===== config.mk =====
export PLATFORM = sky130hd
export DESIGN_NAME = usb_in_ep_irq
export DESIGN_NICKNAME = d
export VERILOG_FILES = /design/src/rtl/usb_in_ep_irq_pkg.sv /design/src/rtl/in_ep_evt_qual.sv /design/src/rtl/in_ep_sticky.sv /design/src/rtl/in_ep_txf_flag.sv /design/src/rtl/usb_in_ep_irq.sv
export SDC_FILE = /design/constraint.sdc
export NUM_CORES = 1
export LEC_CHECK = 0
export BUFFER_PORTS_ARGS = -buffer_cell sky130_fd_sc_hd__buf_4
export CAP_MARGIN = 5
export CORE_MARGIN = 3
export CORE_UTILIZATION = 30
export CTS_BUF_LIST = sky130_fd_sc_hd__clkbuf_8
export CTS_CLUSTER_SIZE = 28
export DETAILED_ROUTE_END_ITERATION = 8
export HOLD_SLACK_MARGIN = 0.03
export PLACE_DENSITY = 0.91
export SLEW_MARGIN = 20
export SYNTH_ARGS = -nofsm -noshare
export SYNTH_HDL_FRONTEND = slang
export SYNTH_SLANG_ARGS = --single-unit

===== constraint.sdc =====
create_clock -name clk_i -period 1.3 [get_ports clk_i]
set_input_delay 0.065 -clock clk_i [delete_from_list [all_inputs] [get_ports clk_i]]
set_output_delay 0.065 -clock clk_i [all_outputs]
set_load 0.02 [all_outputs]

===== src/rtl/usb_in_ep_irq_pkg.sv =====
package usb_in_ep_irq_pkg;
  localparam int unsigned STS_W  = 15;
  localparam int unsigned WORD_W = 32;

  typedef enum logic [1:0] {
    EP_CTRL = 2'd0,
    EP_ISO  = 2'd1,
    EP_BULK = 2'd2,
    EP_INTR = 2'd3
  } ep_type_e;

  localparam int unsigned B_XFER    = 0;
  localparam int unsigned B_EPDIS   = 1;
  localparam int unsigned B_BUSERR  = 2;
  localparam int unsigned B_TMO     = 3;
  localparam int unsigned B_TKEMPTY = 4;
  localparam int unsigned B_TKMIS   = 5;
  localparam int unsigned B_NAKEFF  = 6;
  localparam int unsigned B_TXFE    = 7;
  localparam int unsigned B_UNDR    = 8;
  localparam int unsigned B_BNA     = 9;
  localparam int unsigned B_RSVD    = 10;
  localparam int unsigned B_PKTDROP = 11;
  localparam int unsigned B_BABBLE  = 12;
  localparam int unsigned B_NAK     = 13;
  localparam int unsigned B_NYET    = 14;

  // sticky flops exist only where software can clear
  localparam logic [STS_W-1:0] STICKY_MASK =
    ~((STS_W'(1) << B_RSVD) | (STS_W'(1) << B_TXFE));
  localparam logic [STS_W-1:0] IRQ_MASK = ~(STS_W'(1) << B_PKTDROP);
endpackage


===== src/rtl/in_ep_evt_qual.sv =====
module in_ep_evt_qual
  import usb_in_ep_irq_pkg::*;
(
  input  logic [STS_W-1:0] ev_i,
  input  logic             sg_dma_i,
  input  logic             int_dma_i,
  input  logic             thr_en_i,
  input  logic             shared_fifo_i,
  input  logic [1:0]       ep_type_i,
  input  logic             ep_dir_in_i,
  output logic [STS_W-1:0] set_o
);
  logic [STS_W-1:0] allow;
  logic             tmo_type_ok;

  always_comb begin
    if (shared_fifo_i) tmo_type_ok = (ep_type_i != EP_ISO);
    else               tmo_type_ok = (ep_type_i == EP_CTRL);
  end

  always_comb begin
    allow            = STICKY_MASK;
    allow[B_BNA]     = sg_dma_i;
    allow[B_TMO]     = !sg_dma_i && tmo_type_ok;
    allow[B_UNDR]    = thr_en_i && ep_dir_in_i;
    allow[B_BUSERR]  = int_dma_i;
  end

  assign set_o = ev_i & allow;
endmodule


===== src/rtl/in_ep_sticky.sv =====
module in_ep_sticky #(
  parameter int unsigned W = 15,
  parameter logic [W-1:0] PRESENT = '1
) (
  input  logic         clk_i,
  input  logic         rst_ni,
  input  logic [W-1:0] set_i,
  input  logic [W-1:0] clr_i,
  output logic [W-1:0] q_o
);
  for (genvar b = 0; b < W; b++) begin : g_bit
    if (PRESENT[b]) begin : g_flop
      logic q;
      always_ff @(posedge clk_i or negedge rst_ni) begin
        if (!rst_ni)       q <= 1'b0;
        else if (set_i[b]) q <= 1'b1;
        else if (clr_i[b]) q <= 1'b0;
      end
      assign q_o[b] = q;


      set_wins_chk: assert property (@(posedge clk_i) disable iff (!rst_ni)
        set_i[b] |=> q_o[b]);

      w1c_clear_chk: assert property (@(posedge clk_i) disable iff (!rst_ni)
        (clr_i[b] && !set_i[b]) |=> !q_o[b]);

      hold_chk: assert property (@(posedge clk_i) disable iff (!rst_ni)
        (!clr_i[b] && !set_i[b]) |=> q_o[b] == $past(q_o[b]));
    end else begin : g_none
      assign q_o[b] = 1'b0;
    end
  end
endmodule


===== src/rtl/in_ep_txf_flag.sv =====
module in_ep_txf_flag #(
  parameter int unsigned DEPTH = 16,
  parameter int unsigned LVL_W = $clog2(DEPTH + 1)
) (
  input  logic             clk_i,
  input  logic             rst_ni,
  input  logic [LVL_W-1:0] fill_i,
  input  logic             full_only_i,
  output logic             empty_o
);
  localparam logic [LVL_W-1:0] HALF = LVL_W'(DEPTH / 2);

  logic empty_d;
  assign empty_d = full_only_i ? (fill_i == '0) : (fill_i <= HALF);

  always_ff @(posedge clk_i or negedge rst_ni) begin
    if (!rst_ni) empty_o <= 1'b1;
    else         empty_o <= empty_d;
  end


  txf_zero_chk: assert property (@(posedge clk_i) disable iff (!rst_ni)
    (fill_i == '0) |=> empty_o);

  txf_above_half_chk: assert property (@(posedge clk_i) disable iff (!rst_ni)
    (fill_i > HALF) |=> !empty_o);

  txf_full_only_chk: assert property (@(posedge clk_i) disable iff (!rst_ni)
    (full_only_i && fill_i != '0) |=> !empty_o);
endmodule


===== src/rtl/usb_in_ep_irq.sv =====
module usb_in_ep_irq
  import usb_in_ep_irq_pkg::*;
#(
  parameter int unsigned FIFO_DEPTH = 16,
  parameter int unsigned LVL_W = $clog2(FIFO_DEPTH + 1)
) (
  input  logic              clk_i,
  input  logic              rst_ni,
  input  logic [14:0]       ev_i,
  input  logic              sg_dma_i,
  input  logic              int_dma_i,
  input  logic              thr_en_i,
  input  logic              shared_fifo_i,
  input  logic [1:0]        ep_type_i,
  input  logic              ep_dir_in_i,
  input  logic              cnak_i,
  input  logic [LVL_W-1:0]  txf_fill_i,
  input  logic              txf_full_only_i,
  input  logic              wr_en_i,
  input  logic [31:0]       wr_data_i,
  input  logic [31:0]       mask_i,
  output logic [31:0]       rd_data_o,
  output logic              irq_o
);
  logic [STS_W-1:0] set_v, clr_v, sticky_q, word_lo;
  logic             txf_empty;
  logic             irq_d;

  in_ep_evt_qual u_qual (
    .ev_i          (ev_i),
    .sg_dma_i      (sg_dma_i),
    .int_dma_i     (int_dma_i),
    .thr_en_i      (thr_en_i),
    .shared_fifo_i (shared_fifo_i),
    .ep_type_i     (ep_type_i),
    .ep_dir_in_i   (ep_dir_in_i),
    .set_o         (set_v)
  );

  always_comb begin
    clr_v           = wr_en_i ? wr_data_i[STS_W-1:0] : '0;
    clr_v[B_NAKEFF] = clr_v[B_NAKEFF] | cnak_i;
  end

  in_ep_sticky #(.W(STS_W), .PRESENT(STICKY_MASK)) u_sticky (
    .clk_i  (clk_i),
    .rst_ni (rst_ni),
    .set_i  (set_v),
    .clr_i  (clr_v),
    .q_o    (sticky_q)
  );

  in_ep_txf_flag #(.DEPTH(FIFO_DEPTH), .LVL_W(LVL_W)) u_txf (
    .clk_i       (clk_i),
    .rst_ni      (rst_ni),
    .fill_i      (txf_fill_i),
    .full_only_i (txf_full_only_i),
    .empty_o     (txf_empty)
  );

  always_comb begin
    word_lo         = sticky_q;
    word_lo[B_TXFE] = txf_empty;
  end

  assign rd_data_o = {{(WORD_W - STS_W){1'b0}}, word_lo};
  assign irq_d     = |(word_lo & mask_i[STS_W-1:0] & IRQ_MASK);

  always_ff @(posedge clk_i or negedge rst_ni) begin
    if (!rst_ni) irq_o <= 1'b0;
    else         irq_o <= irq_d;
  end


  bna_mode_chk: assert property (@(posedge clk_i) disable iff (!rst_ni)
    $rose(rd_data_o[B_BNA]) |-> $past(sg_dma_i));

  tmo_no_sg_chk: assert property (@(posedge clk_i) disable iff (!rst_ni)
    $rose(rd_data_o[B_TMO]) |-> !$past(sg_dma_i));

  undr_mode_chk: assert property (@(posedge clk_i) disable iff (!rst_ni)
    $rose(rd_data_o[B_UNDR]) |-> ($past(thr_en_i) && $past(ep_dir_in_i)));

  buserr_mode_chk: assert property (@(posedge clk_i) disable iff (!rst_ni)
    $rose(rd_data_o[B_BUSERR]) |-> $past(int_dma_i));

  cnak_clear_chk: assert property (@(posedge clk_i) disable iff (!rst_ni)
    (cnak_i && !ev_i[B_NAKEFF]) |=> !rd_data_o[B_NAKEFF]);

  irq_quiet_chk: assert property (@(posedge clk_i) disable iff (!rst_ni)
    ((rd_data_o[STS_W-1:0] & mask_i[STS_W-1:0] & IRQ_MASK) == '0) |=> !irq_o);

  irq_raise_chk: assert property (@(posedge clk_i) disable iff (!rst_ni)
    ((rd_data_o[STS_W-1:0] & mask_i[STS_W-1:0] & IRQ_MASK) != '0) |=> irq_o);
endmodule


==> results of run 1 <==
-- cell type report --
cell class	count	area, um^2
fill	270	1361
timing repair buffer	81	635.6
sequential	15	376.6
multi-input combinational	57	316.6
clock buffer	3	41.29
tap	31	38.79
inverter	2	7.507
clock inverter	1	3.754
-- registers in the layout, indices dropped and copies added, names as in the netlist --
register                 cells
irq_o                        1
u_sticky.g_bit.g_flop.q     13
u_txf.empty_o                1
-- path summary, 6_finish.rpt --
check / start / end / cells after the start
min in group asynchronous: rst_ni / u_sticky.g_bit[5].g_flop.q$_DFFE_PN0P_ / 2
max in group asynchronous: rst_ni / u_txf.empty_o$_DFF_PN1_ / 2
hold reg to reg: u_sticky.g_bit[11].g_flop.q$_DFFE_PN0P_ / u_sticky.g_bit[11].g_flop.q$_DFFE_PN0P_ / 1
hold / removal: int_dma_i / u_sticky.g_bit[2].g_flop.q$_DFFE_PN0P_ / 2
setup reg to reg: u_sticky.g_bit[0].g_flop.q$_DFFE_PN0P_ / irq_o$_DFF_PN0_ / 3
setup / recovery: u_sticky.g_bit[0].g_flop.q$_DFFE_PN0P_ / irq_o$_DFF_PN0_ / 3
-- layer usage --
layer	GRT usage (%)	vias up	routed length (um)
met3	4.320	2	303
met2	26.39	55	1306
met4	2.848	0	10
met1	13.46	367	741
met5	0	-	0
li1	-	394	-
-- kinds of logic (layout without fill, tap and decap cells) --
group | count (synthesis) | after routing | synth area share, %
AOI/OAI and AO/OA | 20 | 20 | 18.30
adders and majority gates | 1 | 1 | 1.277
buffers and inverters | 35 | 87 | 28.65
DFF | 15 | 15 | 42.70
other | 1 | 18 | 0.4251
and+or+nand+nor | 18 | 18 | 8.653
-- power breakdown --
| part | internal, W | leakage, nW | switching [W] |
|---|---|---|---|
| logic | 0.000211 | 0.558 | 0.000173 |
| registers | 0.000504 | 0.158 | 0.0000288 |
| clock network | 0.000209 | 0.0269 | 0.000160 |
-- worst max-delay path: stages, from the launching register on --
cell and delay [ns]:
dfrtp_1 0.39, a222oi_1 0.37, and3_1 0.23, nand3_1 0.07
-- cells in the mapped netlist --
cell | instances | share of area, %
buf_4 | 32 | 27
dfrtp_1 | 14 | 40
nand2_1 | 14 | 6.0
a21o_1 | 8 | 6.8
a22o_1 | 3 | 3.0
a22oi_1 | 3 | 2.6
a32o_1 | 2 | 2.3
inv_1 | 2 | 0.85
a221oi_1 | 1 | 0.99
a222oi_1 | 1 | 1.1
a31o_2 | 1 | 0.99
and3_1 | 1 | 0.71
buf_2 | 1 | 0.57
conb_1 | 1 | 0.43
dfstp_2 | 1 | 3.0
maj3_2 | 1 | 1.3
nand3_1 | 1 | 0.57
nor2_2 | 1 | 0.71
o21ai_0 | 1 | 0.57
or3_1 | 1 | 0.71
-- what timing repair did --
action,CTS,global route
setup endpoints to repair,0,1
resized for setup,0,0
hold buffers,11,0
hold endpoints to repair,25,0
-- per-stage QoR --
step                      hold slack, ns  total power, W
after floorplan                  -0.2306       0.0007815
after global placement          -0.06845       0.0008940
after detailed placement        -0.06646       0.0009030
after CTS                        0.04971        0.001307
after global routing             0.04388        0.001382
final                            0.05281        0.001286
==> impl_metrics.env, run 1 <==
export IMPL_cap_violations=0
export IMPL_placed_cells=175
export IMPL_seq_area_frac_synth_pct=42.70
export IMPL_grt_pass1_wl_um=3525
export IMPL_worst_setup_path_end_kind="register"
export IMPL_pin_count=129
export IMPL_layout_commonest_cell="buf_4"
export IMPL_clock_latency_ns=0.24
export IMPL_syn_to_final_growth_pct=60.99
export IMPL_min_period_ns=1.182
export IMPL_initial_core_util_pct=31.71
export IMPL_critPathMaxFanout=3
export IMPL_yosys_warnings=0
export IMPL_diodes=0
export IMPL_crit_path_start_kind="register"
export IMPL_arrival_ns=1.30
export IMPL_first_pass_iters=4
export IMPL_grt_pass1_vias=833
export IMPL_grt_setup_unrepaired="false"
export IMPL_place_area_um2=1265
export IMPL_outcome="finished clean"
export IMPL_dieArea_um2=3627
export IMPL_setup_ws_ns=0.1184
export IMPL_powerDensity_nw_per_um2=905.3
export IMPL_grt_overflow_total=0
export IMPL_ir_drop_mv=0.8719
export IMPL_hold_class="input port to register"
export IMPL_rows=19
export IMPL_path_class="register to register"
export IMPL_r2r_slack_ns=0.12
export IMPL_die_h_um=60.23
export IMPL_cts_made_buffers=3
export IMPL_cts_sinks=15
export IMPL_nets=256
export IMPL_core_area_um2=2781
export IMPL_fmax_ghz=0.8463
export IMPL_synth_cell_type_count=20
export IMPL_postCtsSetupBuffers=0
export IMPL_tns_ns=0
export IMPL_grt_use_total_pct=13.43
export IMPL_grt_max_degree=16
export IMPL_finClkSkew_ns=0.003161
export IMPL_stdcell_area_um2=1420
export IMPL_finalSetupViolCount=0
export IMPL_critPathRequiredTime_ns=1.42
export IMPL_via_per_inst=4.305
export IMPL_hold_viol=0
export IMPL_die_w_um=60.23
export IMPL_wl_per_cell_um=12.43
export IMPL_routed_wl_um=2361
export IMPL_instances_no_fill=190
export IMPL_vias=818
export IMPL_clk_pin_slew_ns=0.06
export IMPL_fin_util_pct=51.06
export IMPL_htree_num_levels=1
export IMPL_cts_tree="built"
export IMPL_timing_final_crit_share_pct=90.90
export IMPL_drt_iter0_drc=19
export IMPL_p_leak_nw=0.7429
export IMPL_synthCells=90
export IMPL_final_antenna_net_count=0
export IMPL_drv_slew=0
export IMPL_drt_drc_violations_left=0
export IMPL_layout_drive_gt1_share_pct=48.43
export IMPL_antenna_found_initial=0
export IMPL_syn_area_um2=882.1
export IMPL_clockRootBuffer="clkbuf_8"
export IMPL_pre_cts_slack_ns=0.08452
export IMPL_cts_max_path_buffers=2
export IMPL_avgSynthCellArea_um2=9.801
export IMPL_synth_ff_latch_count=15
export IMPL_final_cell_mix="buf_4, conb_1, nand2_1, dfrtp_1, dlygate4sd3_1"
export IMPL_io_buffers=70
export IMPL_gp_congestion=0.6357
Power figures use the tool's default switching activity.
==> run 2, diff against run 1 <==
- PLACE_DENSITY: 0.91 -> default
- PLACE_DENSITY_LB_ADDON: default -> 0.12
==> run 2 against run 1 <==
  * Sequential share of layout area unchanged
  * Register-to-register slack improved by 0.04 ns
  * Die area unchanged
  * Combinational power about the same
  * Hold slack got worse by 0.0045 ns
  * Power down 0.77%
  * Sequential cell count did not move
  * Core utilization is the same
  * Global-route usage fell by 0.68 points
  * Fmax grew 3.1%
  * Clock power down 2%
  * Final cell count unchanged
  * Critical path type unchanged
==> impl_metrics.env, run 2 (synthesis gave the netlist of run 1 again) <==
export IMPL_top_regs="u_sticky.g_bit.g_flop.q: 13 flops, irq_o: 1 flops, u_txf.empty_o: 1 flops"
export IMPL_min_delay_start="ev_i[9]"
export IMPL_hold_class="input port to register"
export IMPL_grt_pass1_wl_um=3298
export IMPL_core_area_um2=2781
export IMPL_clock_latency_ns=0.24
export IMPL_critPathRequiredTime_ns=1.42
export IMPL_worstSetupStartpoint="u_sticky.g_bit[0].g_flop.q$_DFFE_PN0P_"
export IMPL_grt_use_total_pct=12.76
export IMPL_io_buffers=70
export IMPL_internal_power_w=0.0009237
export IMPL_crit_cells=3
export IMPL_p_clk_share_pct=28.4
export IMPL_largest_register_ffs=13
export IMPL_layout_commonest_cell="buf_4"
export IMPL_via_per_inst=4.284
export IMPL_syn_to_final_growth_pct=60.99
export IMPL_first_pass_iters=4
export IMPL_htree_num_levels=1
export IMPL_seq_power_share_pct=41.7
export IMPL_place_area_um2=1265
export IMPL_outcome="finished clean"
export IMPL_cts_sinks=15
export IMPL_combPwrFrac_pct=29.9
export IMPL_netSwitchingPower_w=0.0003521
export IMPL_timing_final_crit_share_pct=88.15
export IMPL_final_cell_mix="buf_4, conb_1, nand2_1, dfrtp_1, dlygate4sd3_1"
export IMPL_critical_path_buf_inv_count=0
export IMPL_clockRootBuffer="clkbuf_8"
export IMPL_grt_pass1_vias=789
export IMPL_holdPathEnd="u_sticky.g_bit[9].g_flop.q$_DFFE_PN0P_"
export IMPL_cap_violations=0
export IMPL_grt_overflow_total=0
export IMPL_hold_buffers=11
export IMPL_cts_max_path_buffers=2
export IMPL_path_class="register to register"
export IMPL_diodes=0
export IMPL_r2r_end="irq_o$_DFF_PN0_"
export IMPL_ir_drop_mv=0.5539
export IMPL_worstHoldPathCells=2
export IMPL_nets=256
export IMPL_multiInputGateArea_um2=316.6
export IMPL_arrival_ns=1.26
export IMPL_grt_setup_unrepaired="false"
export IMPL_clk_pin_slew_ns=0.06
export IMPL_grt_max_degree=16
export IMPL_worst_setup_path_end_kind="register"
export IMPL_layout_drive_gt1_share_pct=48.43
export IMPL_reg2regPathDepth=3
export IMPL_critPathTopFamily="flip-flops"
export IMPL_fmax_ghz=0.8726
export IMPL_gp_congestion=0.7780
export IMPL_cts_tree="built"
export IMPL_powerDensity_nw_per_um2=898.4
export IMPL_cts_resized=0
export IMPL_postCtsSetupBuffers=0
export IMPL_r2r_slack_ns=0.15
export IMPL_cpMaxStageDelayCell="dfrtp_1"
export IMPL_drt_drc_violations_left=0
export IMPL_min_period_ns=1.146
export IMPL_rr_startpoint="u_sticky.g_bit[0].g_flop.q$_DFFE_PN0P_"
export IMPL_max_stage_delay_ns=0.40
export IMPL_antenna_found_initial=0
export IMPL_cts_made_buffers=3
export IMPL_p_leak_nw=0.7430
export IMPL_finalSetupViolCount=0
export IMPL_routed_wl_um=2206
export IMPL_drv_slew=0
export IMPL_dieArea_um2=3627
export IMPL_final_antenna_net_count=0
export IMPL_drt_iter0_drc=11
export IMPL_die_h_um=60.23
export IMPL_wl_per_cell_um=11.61
export IMPL_initial_core_util_pct=31.71
export IMPL_vias=814
export IMPL_regMostFlops="u_sticky.g_bit.g_flop.q"
export IMPL_hold_viol=0
export IMPL_crit_chain="a222oi_1 -> and3_1 -> nand3_1"
export IMPL_crit_path_start_kind="register"
export IMPL_die_w_um=60.23
export IMPL_rows=19
export IMPL_critPathMaxFanout=3
export IMPL_ff_latch_area_um2=376.6
export IMPL_finClkSkew_ns=0.002669
export IMPL_dp_hpwl_um=1748
export IMPL_pin_count=129
export IMPL_tns_ns=0
export IMPL_stdcell_area_um2=1420
export IMPL_switching_share_pct=27.60
export IMPL_fill_cells=270
==> run 2: cell counts in the layout (fill, tap and decap cells not counted) <==
No cell type changed its count.
==> run 2: layer usage <==
layer	wire length [um]	GRT usage, %	up-vias	share of wire [%]
met3	220	3.456	2	10
met4	27	4.747	0	1.2
met2	1201	25.00	44	54
met5	0	0	-	0
met1	756	12.37	372	34
li1	-	-	396	-
==> run 2: layout make-up <==
class                           instances  area share, %
Timing Repair Buffer                   81          44.76
Sequential cell                        15          26.52
Multi-Input combinational cell         57          22.29
Clock buffer                            3          2.907
Tap cell                               31          2.731
Inverter                                2         0.5286
Clock inverter                          1         0.2643
==> run 2: per-stage QoR <==
stage | hold slack, ns | power (W) | util, % | setup slack, ns | instances
floorplan | -0.2306 | 0.0007815 | - | 0.2791 | 107
global placement | -0.06608 | 0.0008944 | 45.48 | 0.1432 | 175
detailed placement | -0.06574 | 0.0008992 | 45.48 | 0.1373 | 175
CTS | 0.04093 | 0.001305 | 51.06 | 0.1136 | 190
global route | 0.04397 | 0.001363 | 51.06 | 0.01459 | 190
finish | 0.04832 | 0.001276 | 51.06 | 0.1540 | 190
==> run 2: how the worst max path moves through the flow <==
stage and to:
6_report irq_o$_DFF_PN0_, 5_1_grt irq_o$_DFF_PN0_, 4_1_cts irq_o$_DFF_PN0_, 3_5_place_dp irq_o$_DFF_PN0_, 3_3_place_gp irq_o$_DFF_PN0_, 2_1_floorplan irq_o$_DFF_PN0_
==> run 2: power by group through the flow <==
stage / combinational [W] / sequential, W / clock [W]
floorplan: 0.000248 / 0.000533 / 0
global placement: 0.000354 / 0.000540 / 0
detailed placement: 0.000359 / 0.000540 / 0
CTS: 0.000386 / 0.000532 / 0.000387
global route: 0.000416 / 0.000538 / 0.000410
finish: 0.000381 / 0.000532 / 0.000363
==> run 3, diff against run 2 <==
--- a/config.mk
+++ b/config.mk
@@ -8,6 +8,8 @@
 export BUFFER_PORTS_ARGS = -buffer_cell sky130_fd_sc_hd__buf_4
 export CAP_MARGIN = 5
+export CELL_PAD_IN_SITES_DETAIL_PLACEMENT = 1
+export CELL_PAD_IN_SITES_GLOBAL_PLACEMENT = 1
 export CORE_MARGIN = 3
-export CORE_UTILIZATION = 30
+export CORE_UTILIZATION = 19
 export CTS_BUF_LIST = sky130_fd_sc_hd__clkbuf_8
 export CTS_CLUSTER_SIZE = 28
==> constraint.sdc (replaced) <==
create_clock -name clk_i -period 1.3 [get_ports clk_i]
set_input_delay 0.195 -clock clk_i [delete_from_list [all_inputs] [get_ports clk_i]]
set_output_delay 0.195 -clock clk_i [all_outputs]
set_load 0.02 [all_outputs]
==> run 3 against run 2 <==
  * Final cell count increased by 6.8%
  * First-iteration DRC count rose by 110%
  * Sequential power about the same
  * Sequential share of layout area grew 1.1 points
  * Cell area is 4.1% lower
  * Core utilization shrank 20 points
  * Sequential cell count unchanged
  * Die area grew 52%
  * Wire length grew 26%
  * Critical path type unchanged
  * Critical endpoint unchanged
==> impl_metrics.env, run 3 (synthesis gave the netlist of run 1 again) <==
export IMPL_crit_chain="a222oi_1 -> and3_1 -> nand3_1"
export IMPL_ir_drop_mv=0.2995
export IMPL_final_antenna_net_count=0
export IMPL_wl_per_cell_um=13.71
export IMPL_outcome="finished clean"
export IMPL_fill_cells=531
export IMPL_regMostFlops="u_sticky.g_bit.g_flop.q"
export IMPL_clockRootBuffer="clkbuf_8"
export IMPL_powerDensity_nw_per_um2=940.8
export IMPL_drt_iter0_drc=23
export IMPL_die_w_um=74.14
export IMPL_top_regs="u_sticky.g_bit.g_flop.q: 13 flops, irq_o: 1 flops, u_txf.empty_o: 1 flops"
export IMPL_grt_use_total_pct=10.34
export IMPL_layout_drive_gt1_share_pct=52.32
export IMPL_finClkSkew_ns=0.001783
export IMPL_critPathTopFamily="compound AO/OA/AOI/OAI gates"
export IMPL_nets=248
export IMPL_drv_slew=0
export IMPL_syn_to_final_growth_pct=54.33
export IMPL_arrival_ns=1.34
export IMPL_grt_pass1_wl_um=4236
export IMPL_clock_latency_ns=0.25
export IMPL_initial_core_util_pct=19.98
export IMPL_p_leak_nw=0.7100
export IMPL_antenna_found_initial=0
export IMPL_cpMaxStageDelayCell="a222oi_1"
export IMPL_fmax_ghz=0.8180
export IMPL_timing_final_crit_share_pct=94.04
export IMPL_cts_tree="built"
export IMPL_pin_count=129
export IMPL_design_power_total_w=0.001281
export IMPL_stdcell_area_um2=1361
export IMPL_crit_path_start_kind="register"
export IMPL_finalSetupViolCount=0
export IMPL_dp_hpwl_um=2366
export IMPL_largest_register_ffs=13
export IMPL_worst_setup_path_end_kind="register"
export IMPL_hold_class="input port to register"
export IMPL_min_period_ns=1.222
export IMPL_rows=24
export IMPL_routed_wl_um=2783
export IMPL_grt_pass1_vias=887
export IMPL_clk_pin_slew_ns=0.06
export IMPL_dieArea_um2=5496
export IMPL_grt_overflow_total=0
export IMPL_diodes=0
export IMPL_cts_max_path_buffers=2
export IMPL_cap_violations=0
export IMPL_via_per_inst=3.921
export IMPL_max_stage_delay_ns=0.41
export IMPL_vias=796
export IMPL_die_h_um=74.14
export IMPL_cts_sinks=15
export IMPL_hold_viol=0
export IMPL_place_area_um2=1291
export IMPL_first_pass_iters=4
export IMPL_io_buffers=70
export IMPL_cts_made_buffers=3
export IMPL_path_class="register to register"
export IMPL_core_area_um2=4414
export IMPL_final_cell_mix="buf_4, conb_1, nand2_1, dfrtp_1, a21o_1"
export IMPL_critical_path_buf_inv_count=0
export IMPL_gp_congestion=0.6951
export IMPL_drt_drc_violations_left=0
export IMPL_htree_num_levels=1
export IMPL_critPathRequiredTime_ns=1.42
export IMPL_grt_max_degree=16
export IMPL_layout_commonest_cell="buf_4"
export IMPL_grt_setup_unrepaired="true"
export IMPL_critPathMaxFanout=3
## run 3: changes by cell type in the layout (fill, tap and decap cells not counted), sizes merged
| cell | before | now |
|---|---|---|
| dlygate4sd3 | 11 | 1 |
| buf | 70 | 72 |
## run 3: path summary, 6_finish.rpt
path                                                          from                                 endpoint  slack [ns]  depth (start not counted)
max                         u_sticky.g_bit[0].g_flop.q$_DFFE_PN0P_                          irq_o$_DFF_PN0_        0.08                          3
min                                                  txf_fill_i[4]                  u_txf.empty_o$_DFF_PN1_        0.06                          2
max reg2reg                 u_sticky.g_bit[0].g_flop.q$_DFFE_PN0P_                          irq_o$_DFF_PN0_        0.08                          3
min reg2reg                u_sticky.g_bit[11].g_flop.q$_DFFE_PN0P_  u_sticky.g_bit[11].g_flop.q$_DFFE_PN0P_        0.49                          1
max in group asynchronous                                   rst_ni                  u_txf.empty_o$_DFF_PN1_        0.71                          2
min in group asynchronous                                   rst_ni  u_sticky.g_bit[14].g_flop.q$_DFFE_PN0P_        0.34                          2
## run 3: through the flow
stage,instances,hold WS (ns),setup TNS [ns],setup slack [ns],utilization (%)
after floorplan,107,-0.1006,0,0.2791,-
after global placement,196,0.07058,0,0.07160,29.25
after detailed placement,196,0.06964,0,0.03945,29.25
after CTS,201,0.04874,0,0.02485,30.50
after global routing,203,0.04611,-0.02936,-0.02936,30.84
final,203,0.05575,0,0.07754,30.84
## run 3: worst register-to-register path: stages, from the launching register on
cell and delay (ns):
dfrtp_1 0.39, a222oi_1 0.41, and3_1 0.23, nand3_1 0.06
## run 3: repair_timing
item                                   in CTS  in global routing
gates resized for setup                     0                  0
setup buffers                               0                  2
hold buffers                                1                  0
endpoints found under the hold margin      14                  0
setup endpoints to repair                   0                  1
## run 3: metal layers
metal  global-route usage [%]  up-vias  part of all wire [%]  wire length [um]
li1                         -      379                     -                 -
met1                    11.33      372                    35               969
met2                    18.80       43                    56              1552
met3                    1.486        2                   8.0               224
met4                    6.036        0                   1.3                36
met5                        0        -                     0                 0
## run 3: final cells by class
class | count | area [um^2] | share of cell area (%)
repair buffers | 73 | 550.5 | 40.44
flip-flops and latches | 15 | 376.6 | 27.67
multi-input cells | 57 | 316.6 | 23.25
well taps | 52 | 65.06 | 4.779
clock buffers | 3 | 41.29 | 3.033
inverters | 2 | 7.507 | 0.5515
clock inverters | 1 | 3.754 | 0.2757
## run 3: power by group
group | switching, W | total (W) | internal [W]
logic | 0.000173 | 0.000369 | 0.000196
registers | 0.0000303 | 0.000534 | 0.000504
clock network | 0.000168 | 0.000377 | 0.000209
